[src/rtl/acc_sat_pkg.sv]
package acc_sat_pkg;
  parameter int unsigned EXT_W = 4;
  parameter int unsigned MSP_W = 16;
  parameter int unsigned LSP_W = 16;

  localparam int unsigned WORD_W = MSP_W + LSP_W;
  localparam int unsigned ACC_W  = EXT_W + WORD_W;
  localparam int unsigned TOP_W  = EXT_W + 1;   // guard bits plus word sign

  typedef logic [ACC_W-1:0] acc_t;

  typedef struct packed {
    logic e;
    logic u;
    logic n;
    logic z;
    logic v;
    logic c;
  } ccr_t;

  // True when the guard bits are not pure sign copies of bit WORD_W-1
  function automatic logic guard_mismatch(input acc_t x);
    logic [TOP_W-1:0] t;
    t = x[ACC_W-1 -: TOP_W];
    return !((t == '0) || (t == '1));
  endfunction

  // Word extreme on the side given by the sign, sign-extended into the guard
  function automatic acc_t word_extreme(input logic neg);
    acc_t r;
    r = '0;
    if (neg) r[ACC_W-1:WORD_W-1] = '1;
    else     r[WORD_W-2:0]       = '1;
    return r;
  endfunction
endpackage

[src/rtl/acc_limiter.sv]
module acc_limiter
  import acc_sat_pkg::*;
(
  input  acc_t raw_i,
  input  logic sat_en_i,
  input  logic alu_op_i,
  output acc_t value_o,
  output logic sat_hit_o
);
  logic out_of_word;

  assign out_of_word = guard_mismatch(raw_i);
  assign sat_hit_o   = sat_en_i & alu_op_i & out_of_word;
  assign value_o     = sat_hit_o ? word_extreme(raw_i[ACC_W-1]) : raw_i;
endmodule

[src/rtl/acc_flag_calc.sv]
module acc_flag_calc
  import acc_sat_pkg::*;
(
  input  acc_t stored_i,
  input  acc_t raw_i,
  input  logic cc32_i,
  input  logic sat_hit_i,
  input  logic ovf36_i,
  input  logic carry36_i,
  input  logic carry32_i,
  output ccr_t flags_o
);
  logic word_zero;
  logic full_zero;

  assign word_zero = (stored_i[WORD_W-1:0] == '0);
  assign full_zero = word_zero & (stored_i[ACC_W-1:WORD_W] == '0);

  always_comb begin
    flags_o.e = guard_mismatch(stored_i);
    flags_o.u = ~sat_hit_i & (stored_i[WORD_W-1] == stored_i[WORD_W-2]);
    flags_o.n = cc32_i ? stored_i[WORD_W-1] : stored_i[ACC_W-1];
    flags_o.z = cc32_i ? word_zero : full_zero;
    flags_o.v = sat_hit_i | (cc32_i ? guard_mismatch(raw_i) : ovf36_i);
    flags_o.c = cc32_i ? carry32_i : carry36_i;
  end
endmodule

[src/rtl/acc_sticky_limit.sv]
module acc_sticky_limit (
  input  logic clk,
  input  logic rst_n,
  input  logic set_i,
  input  logic clr_i,
  output logic l_o
);
  always_ff @(posedge clk) begin
    if (!rst_n) l_o <= 1'b0;
    else        l_o <= (l_o & ~clr_i) | set_i;
  end

  a_r12_l_holds: assert property (@(posedge clk) disable iff (!rst_n)
    (l_o && !clr_i) |=> l_o);
  a_r12_l_sets: assert property (@(posedge clk) disable iff (!rst_n)
    set_i |=> l_o);
endmodule

[src/rtl/acc_limit_flags.sv]
module acc_limit_flags
  import acc_sat_pkg::*;
(
  input  logic             clk,
  input  logic             rst_n,
  input  logic             wb_valid,
  input  logic             wb_is_move,
  input  logic             sat_en,
  input  logic             cc32,
  input  logic             ovf36_in,
  input  logic             carry36_in,
  input  logic             carry32_in,
  input  logic             l_clr,
  input  logic [ACC_W-1:0] res_in,
  output logic [ACC_W-1:0] acc_out,
  output logic             flag_e,
  output logic             flag_u,
  output logic             flag_n,
  output logic             flag_z,
  output logic             flag_v,
  output logic             flag_c,
  output logic             flag_l
);
  // named internal events, visible to the assertions
  logic alu_wb;
  logic sat_hit;
  acc_t limited;
  ccr_t next_flags;
  ccr_t ccr_q;
  acc_t acc_q;

  assign alu_wb = wb_valid & ~wb_is_move;

  acc_limiter u_limiter (
    .raw_i     (res_in),
    .sat_en_i  (sat_en),
    .alu_op_i  (~wb_is_move),
    .value_o   (limited),
    .sat_hit_o (sat_hit)
  );

  acc_flag_calc u_flags (
    .stored_i  (limited),
    .raw_i     (res_in),
    .cc32_i    (cc32),
    .sat_hit_i (sat_hit),
    .ovf36_i   (ovf36_in),
    .carry36_i (carry36_in),
    .carry32_i (carry32_in),
    .flags_o   (next_flags)
  );

  acc_sticky_limit u_sticky (
    .clk   (clk),
    .rst_n (rst_n),
    .set_i (alu_wb & next_flags.v),
    .clr_i (l_clr),
    .l_o   (flag_l)
  );

  always_ff @(posedge clk) begin
    if (!rst_n) begin
      acc_q <= '0;
      ccr_q <= '0;
    end else begin
      if (wb_valid) acc_q <= limited;
      if (alu_wb)   ccr_q <= next_flags;
    end
  end

  assign acc_out = acc_q;
  assign flag_e  = ccr_q.e;
  assign flag_u  = ccr_q.u;
  assign flag_n  = ccr_q.n;
  assign flag_z  = ccr_q.z;
  assign flag_v  = ccr_q.v;
  assign flag_c  = ccr_q.c;

  a_r2_hold_acc: assert property (@(posedge clk) disable iff (!rst_n)
    !wb_valid |=> $stable(acc_out));
  a_r3_stored_fits: assert property (@(posedge clk) disable iff (!rst_n)
    (alu_wb && sat_en) |=> !flag_e);
  a_r5_move_bypass: assert property (@(posedge clk) disable iff (!rst_n)
    (wb_valid && wb_is_move) |=> (acc_out == $past(res_in)) && $stable(flag_v) && $stable(flag_z));
  a_r6_sat_sets_v: assert property (@(posedge clk) disable iff (!rst_n)
    (alu_wb && sat_hit) |=> (flag_v && !flag_u));
  a_r4_no_limit_when_off: assert property (@(posedge clk) disable iff (!rst_n)
    (wb_valid && !sat_en) |=> (acc_out == $past(res_in)));
endmodule

[config.mk]
export PLATFORM = sky130hd
export DESIGN_NAME = acc_limit_flags
export DESIGN_NICKNAME = d
export VERILOG_FILES = /design/src/rtl/acc_sat_pkg.sv /design/src/rtl/acc_limiter.sv /design/src/rtl/acc_flag_calc.sv /design/src/rtl/acc_sticky_limit.sv /design/src/rtl/acc_limit_flags.sv
export SDC_FILE = /design/constraint.sdc
export NUM_CORES = 1
export LEC_CHECK = 0
export ABC_AREA = 0
export BUFFER_PORTS_ARGS = -buffer_cell sky130_fd_sc_hd__buf_2
export CAP_MARGIN = 20
export CORE_UTILIZATION = 46
export CTS_CLUSTER_DIAMETER = 200
export DETAILED_ROUTE_END_ITERATION = 6
export GPL_TIMING_DRIVEN = 0
export PLACE_DENSITY = 0.8
export SLEW_MARGIN = 20
export SYNTH_ARGS = -nofsm -noshare
export SYNTH_HDL_FRONTEND = slang
export SYNTH_HIERARCHICAL = 1
export SYNTH_SLANG_ARGS = --single-unit
[constraint.sdc]
create_clock -name clk -period 2.05 [get_ports clk]
set_clock_uncertainty 0.15 [all_clocks]
set_input_delay 0.1025 -clock clk [delete_from_list [all_inputs] [get_ports clk]]
set_output_delay 0.1025 -clock clk [all_outputs]
set_load 0.05 [all_outputs]
Word level (Yosys, flattened, before mapping). Cells that the tools add are included.

Reductions and logical operators: 8. Equal/unequal tests: 3. Bitwise logic cells: 12. Mux-type cells: 7.

Operator list (count): $mux 36 (1); $logic_not 32->1 (1); $mux 31 (1); $eq 5x5->1 const B (2); $logic_not 5->1 (2); $and 1x1->1 (7); $mux 5 (1); $logic_not 4->1 (1); $mux 1 (4); $not 1->1 (3); $logic_not 1->1 (2); $logic_or 1x1->1 (2); $or 1x1->1 (2); $eq 1x1->1 (1).

Input port bits: 46. Logic and storage cells: 38. Output and inout bits: 43. Register bits: 43.

Depth between registers and ports, before layout.
Word-level depth: 8. Mapped depth: 13. Gate-level depth less buffers: 11.

By module. The synthesis kept the hierarchy.

Modules (own cells, without submodules): acc_limit_flags (area each 1645.3 sq um, seq. area each 840.8 sq um, cells an instance 145, instances 1); acc_limiter (area each 742.0 sq um, seq. area each 0.0 sq um, cells an instance 94, instances 1); acc_flag_calc (area each 177.7 sq um, seq. area each 0.0 sq um, cells an instance 28, instances 1); acc_sticky_limit (area each 41.3 sq um, seq. area each 20.0 sq um, cells an instance 3, instances 1).

Worst setup path after synthesis. Ideal clock, no wire load.

Path kind: input port to flip-flop. Start point: in res_in[31]. End point: reg ccr_q (netlist bit flag_z). Path slack: -0.105 ns. Cell stages on the path: 12. Arrival: 1.934 ns. Library setup time: 0.072 ns. Required time: 1.828 ns. Cells stage by stage: or4_4 buf_6 buf_12 a21oi_2 o2bb2ai_1 inv_1 ha_1 nor4b_1 nand4_1 nor3_1 nand2_1 mux2i_1.

RTL lines: start, declared (RTL line acc_limit_flags.sv:14) `input logic [ACC_W-1:0] res_in,`; end signal, assigned (RTL line acc_limit_flags.sv:67) `if (alu_wb) ccr_q <= next_flags;`; end, declared (RTL line acc_limit_flags.sv:29) `ccr_t ccr_q;`.

==> impl_results.html <==
<table>
<tr><th>Metric</th><th>Value</th></tr>
<tr><th colspan="2">Logic synthesis</th></tr>
<tr><td>Commonest cells in the netlist</td><td>sky130_fd_sc_hd__dfxtp_1 (43), sky130_fd_sc_hd__mux2i_1 (43), sky130_fd_sc_hd__nor2b_1 (36), sky130_fd_sc_hd__o2bb2ai_1 (31), sky130_fd_sc_hd__a21oi_2 (29)</td></tr>
<tr><td>Avg Cell Area, Syn</td><td>9.65 sq um</td></tr>
<tr><td>Net count of the mapped netlist</td><td>approximately 320</td></tr>
<tr><td>Top area cells in the synthesized netlist</td><td>sky130_fd_sc_hd__dfxtp_1 (33%), sky130_fd_sc_hd__mux2i_1 (17%), sky130_fd_sc_hd__o2bb2ai_1 (10%)</td></tr>
<tr><td>Portion of the post-synthesis area used by sequential elements</td><td>33.0%</td></tr>
<tr><td>Post-synth EDFFs</td><td>0</td></tr>
<tr><td>Mapped Cells</td><td>270</td></tr>
<tr><td>Dominant combinational cell family by area after synthesis</td><td>compound AO/OA/AOI/OAI gates</td></tr>
<tr><td>Yosys reg bits</td><td>43</td></tr>
<tr><td>Yosys warns</td><td>6</td></tr>
<tr><td>Netlist Area Pre-Place</td><td>approximately 2600 sq um</td></tr>
<tr><td>Top cell type's share of synthesized area</td><td>33.0%</td></tr>
<tr><td>Fraction of registers with async set/reset</td><td>0%</td></tr>
<tr><td>Adder-cell share of the synthesized area</td><td>less than 1%</td></tr>
<tr><td>Post-synthesis cell type count</td><td>30</td></tr>
<tr><td>Fraction of synthesized cell area in xor and xnor cells</td><td>0%</td></tr>
<tr><td>Basic-gate share of the synthesized area counting and, or, nand and nor cells</td><td>about a fifth</td></tr>
<tr><td>Top FF cell, synth</td><td>sky130_fd_sc_hd__dfxtp_1</td></tr>
<tr><td>Mux share of post-synthesis cell area</td><td>17.4%</td></tr>
<tr><td>Area fraction in compound gates after synthesis</td><td>a little over a fifth</td></tr>
<tr><td>Cell type with the highest aggregate area in the netlist</td><td>sky130_fd_sc_hd__dfxtp_1</td></tr>
<tr><th colspan="2">Timing</th></tr>
<tr><td>Crit path time final</td><td>around 2.2 ns</td></tr>
<tr><td>Fmax</td><td>0.446 GHz</td></tr>
<tr><td>Fraction of the cycle the final worst path needs</td><td>109%</td></tr>
<tr><td>Unrepaired setup endpoints after global routing</td><td>yes</td></tr>
<tr><td>Number of pins exceeding their max-slew limit in the final report</td><td>0</td></tr>
<tr><td>Setup violation total in the final timing report</td><td>1</td></tr>
<tr><td>Final Hold Viols</td><td>0</td></tr>
<tr><td>Slew HR</td><td>about half</td></tr>
<tr><td>Worst path setup slack after routing</td><td>-0.192 ns</td></tr>
<tr><td>Worst slew pin tran</td><td>approximately 0.75 ns</td></tr>
<tr><th colspan="2">Job</th></tr>
<tr><td>Number of max-capacitance violations reported</td><td>0</td></tr>
<tr><th colspan="2">Layout</th></tr>
<tr><td>Sequential cell area</td><td>861 sq um</td></tr>
<tr><td>Area of the multi-input gates</td><td>roughly 1800 sq um</td></tr>
<tr><td>Number of inserted filler cells in the final layout</td><td>roughly 470</td></tr>
<tr><td># diodes</td><td>0</td></tr>
<tr><td>Share of layout cells above drive strength 1</td><td>between 40% and 50%</td></tr>
<tr><td>Layout-stage area growth over the synthesis result</td><td>41.8%</td></tr>
<tr><td>Nets@finish</td><td>425</td></tr>
<tr><th colspan="2">Detailed routing</th></tr>
<tr><td>Initial detailed-routing violation count</td><td>between 90 and 100</td></tr>
<tr><td>Post-route DRC</td><td>0</td></tr>
<tr><td>First-pass DRT Iterations</td><td>4</td></tr>
<tr><td>Total length of routed wires</td><td>just over 7000 microns</td></tr>
<tr><td>Avg Vias per Cell</td><td>5.30</td></tr>
<tr><td>Average wire per cell in the routed design</td><td>~16 microns</td></tr>
<tr><td>Total number of vias</td><td>2390</td></tr>
<tr><td>Number of nets with antenna violations after routing</td><td>0</td></tr>
<tr><th colspan="2">GRT</th></tr>
<tr><td>Vias in the first global route</td><td>between 2000 and 2500</td></tr>
<tr><td>Aggregate global routing overflow</td><td>0</td></tr>
<tr><td>Antenna violations before repair</td><td>0</td></tr>
<tr><td>Maximum number of pins on one net before global-route repair</td><td>14</td></tr>
<tr><td>First-pass GRT wire length</td><td>10800 microns</td></tr>
<tr><td>GRT Overall Usage</td><td>between 20% and 30%</td></tr>
<tr><th colspan="2">Critical path</th></tr>
<tr><td>Depth of the most critical reg-to-reg path</td><td>2</td></tr>
<tr><td>Crit Path Max Fanout</td><td>6</td></tr>
<tr><td>Reg2Reg Setup Slack</td><td>roughly 1.2 ns</td></tr>
<tr><td>Critical register-to-register path startpoint</td><td>u_sticky/l_o</td></tr>
<tr><td>Capturing element type of the critical path</td><td>register</td></tr>
<tr><td>Timing endpoint of the critical path</td><td>flag_z</td></tr>
<tr><td>Start-to-end type of the worst setup path</td><td>input pin to register</td></tr>
<tr><td>Critical path required time</td><td>2.12 ns</td></tr>
<tr><td>Launching element type of the critical path</td><td>input pin</td></tr>
<tr><td>Endpoint of the worst register-to-register path</td><td>u_sticky/l_o</td></tr>
<tr><td>Critical path arrival</td><td>around 2.3 ns</td></tr>
<tr><td>Worst setup path startpoint</td><td>res_in[31]</td></tr>
<tr><th colspan="2">Clock tree</th></tr>
<tr><td>Worst-skew pair later-pin latency</td><td>approximately 0.29 ns</td></tr>
<tr><td>Buffers from clock root to sink, at most</td><td>2</td></tr>
<tr><td>Clock input transition at the sequential cells of the worst setup and hold paths</td><td>around 0.08 ns</td></tr>
<tr><td>Maximum level of the CTS H-tree</td><td>2</td></tr>
<tr><td>Clock tree from TritonCTS</td><td>yes</td></tr>
<tr><td>Total CTS buffers</td><td>5</td></tr>
<tr><td>Root cell of the clock tree</td><td>sky130_fd_sc_hd__clkbuf_8</td></tr>
<tr><td>Number of clock sinks</td><td>43</td></tr>
<tr><th colspan="2">Pwr</th></tr>
<tr><td>Worst ir drop on vdd</td><td>357 uV</td></tr>
<tr><td>Total power divided by cell area</td><td>607 nW/um^2</td></tr>
<tr><td>Design Power</td><td>roughly 2.2 mW</td></tr>
<tr><td>P_leak</td><td>1.63 nW</td></tr>
<tr><th colspan="2">Status</th></tr>
<tr><td>Violated checks</td><td>setup timing</td></tr>
<tr><td>Status</td><td>complete, but fails checks</td></tr>
<tr><th colspan="2">Floorplanning</th></tr>
<tr><td>Starting density of the core</td><td>between 40 and 50%</td></tr>
<tr><td>Die boundary height</td><td>between 70 and 80 microns</td></tr>
<tr><td>Area inside the core boundary</td><td>5470 sq um</td></tr>
<tr><td>X dimension of the die</td><td>approximately 77 microns</td></tr>
<tr><td>Die area</td><td>approximately 6000 sq um</td></tr>
<tr><td>Ports</td><td>around 90</td></tr>
<tr><td>Count of standard-cell rows</td><td>27</td></tr>
<tr><th colspan="2">Placement</th></tr>
<tr><td>GPL Wtd Cong</td><td>approximately 0.8</td></tr>
<tr><td>Setup Slack @ Placement</td><td>-0.454 ns</td></tr>
<tr><td>HPWL reported at the end of detailed placement</td><td>roughly 4600 microns</td></tr>
<tr><td>Port buffer count</td><td>between 80 and 90</td></tr>
<tr><th colspan="2">Min path</th></tr>
<tr><td>Hold/Removal Path Class</td><td>input pin to register</td></tr>
<tr><td>Worst Hold Path Cells</td><td>3</td></tr>
</table>
## where the power goes
group	internal (mW)	switching (mW)
sequential	0.895	0.0305
combinational	0.288	0.502
clock	0.234	0.292
## worst min-delay path by stage
stage / startpoint / end / slack (ns)
2_1_floorplan: rst_n / u_sticky/l_o / 0.07
3_3_place_gp: rst_n / u_sticky/l_o / 0.21
3_5_place_dp: rst_n / u_sticky/l_o / 0.21
5_1_grt: wb_valid / acc_out[32] / 0.05
6_report: wb_valid / acc_out[1] / 0.03
4_1_cts: wb_valid / acc_out[1] / 0.03
## cell type report
class | count | area share (%)
inverter | 4 | 0.406
multi-input combinational | 197 | 48.8
clock buffer | 5 | 1.86
sequential | 43 | 23.3
buffer | 23 | 4.98
tap | 72 | 2.44
timing repair buffer | 104 | 17.8
clock inverter | 3 | 0.406
## flip-flops by register name, summed over array words and instances (netlist names)
name          cells
flag_z            1
flag_v            1
acc_out          36
u_sticky/l_o      1
flag_e            1
flag_c            1
flag_u            1
flag_n            1
## critical path: stages
cell,delay [ns]
sky130_fd_sc_hd__buf_8,0.10
sky130_fd_sc_hd__or4_4,0.60
sky130_fd_sc_hd__buf_12,0.17
sky130_fd_sc_hd__buf_4,0.13
sky130_fd_sc_hd__a21oi_4,0.14
sky130_fd_sc_hd__o2bb2ai_2,0.07
sky130_fd_sc_hd__nor4_1,0.36
sky130_fd_sc_hd__nand4_1,0.22
sky130_fd_sc_hd__nor3_2,0.21
sky130_fd_sc_hd__nand2_1,0.06
sky130_fd_sc_hd__mux2i_1,0.13
## placed cells by master (no fill, tap or decap), drive strengths merged
cell         instances
clkbuf              16
nor4                 7
o21a                 1
o2bb2ai             31
clkinv               3
nor2b               38
a21oi               33
nor3                 2
ha                   1
and2                 2
buf                114
dfxtp               43
inv                  4
nand2b               1
nor2                 4
nand4                4
dlygate4sd3          2
nand2               22
mux2i               43
a211oi               1
and4                 1
o21ai                1
mux2                 2
or4                  2
nor4b                1
## metrics by stage
stage | instances | area [sq um] | TNS, ns | hold WS, ns | util [%]
2_1_floorplan | 270 | 2610 | 0 | 0.0700 | -
3_3_place_gp | 429 | 3140 | -0.524 | 0.206 | 57.3
3_5_place_dp | 429 | 3140 | -0.628 | 0.206 | 57.3
4_1_cts | 440 | 3290 | -0.0641 | 0.0288 | 60.1
5_1_grt | 451 | 3690 | -0.254 | 0.0483 | 67.5
6_report | 451 | 3690 | -0.192 | 0.0307 | 67.5
## routing by layer
layer | up-vias | global-route usage (%) | wire length, microns
li1 | 1188 | - | -
met1 | 1110 | 30.2 | 3230
met2 | 82 | 36.7 | 3470
met3 | 10 | 3.93 | 386
met4 | 0 | 7.36 | 87
met5 | - | 0 | 0
## cells by family (layout without fill, tap and decap cells)
kind of cell / after synthesis / after routing
and+or+nand+nor: 84 / 84
AOI/OAI and AO/OA: 67 / 67
muxes: 45 / 45
DFF: 43 / 43
buffers and inverters: 30 / 139
adders and majority gates: 1 / 1
## what timing repair did
item,in CTS,in global routing
resized for setup,3,55
gates cloned,1,1
pin swaps,7,28
endpoints found under the setup margin,1,2
hold buffers,2,0
buffers inserted,1,12
endpoints found under the hold margin,1,0
Note: power is estimated with default switching activity, not from simulation.
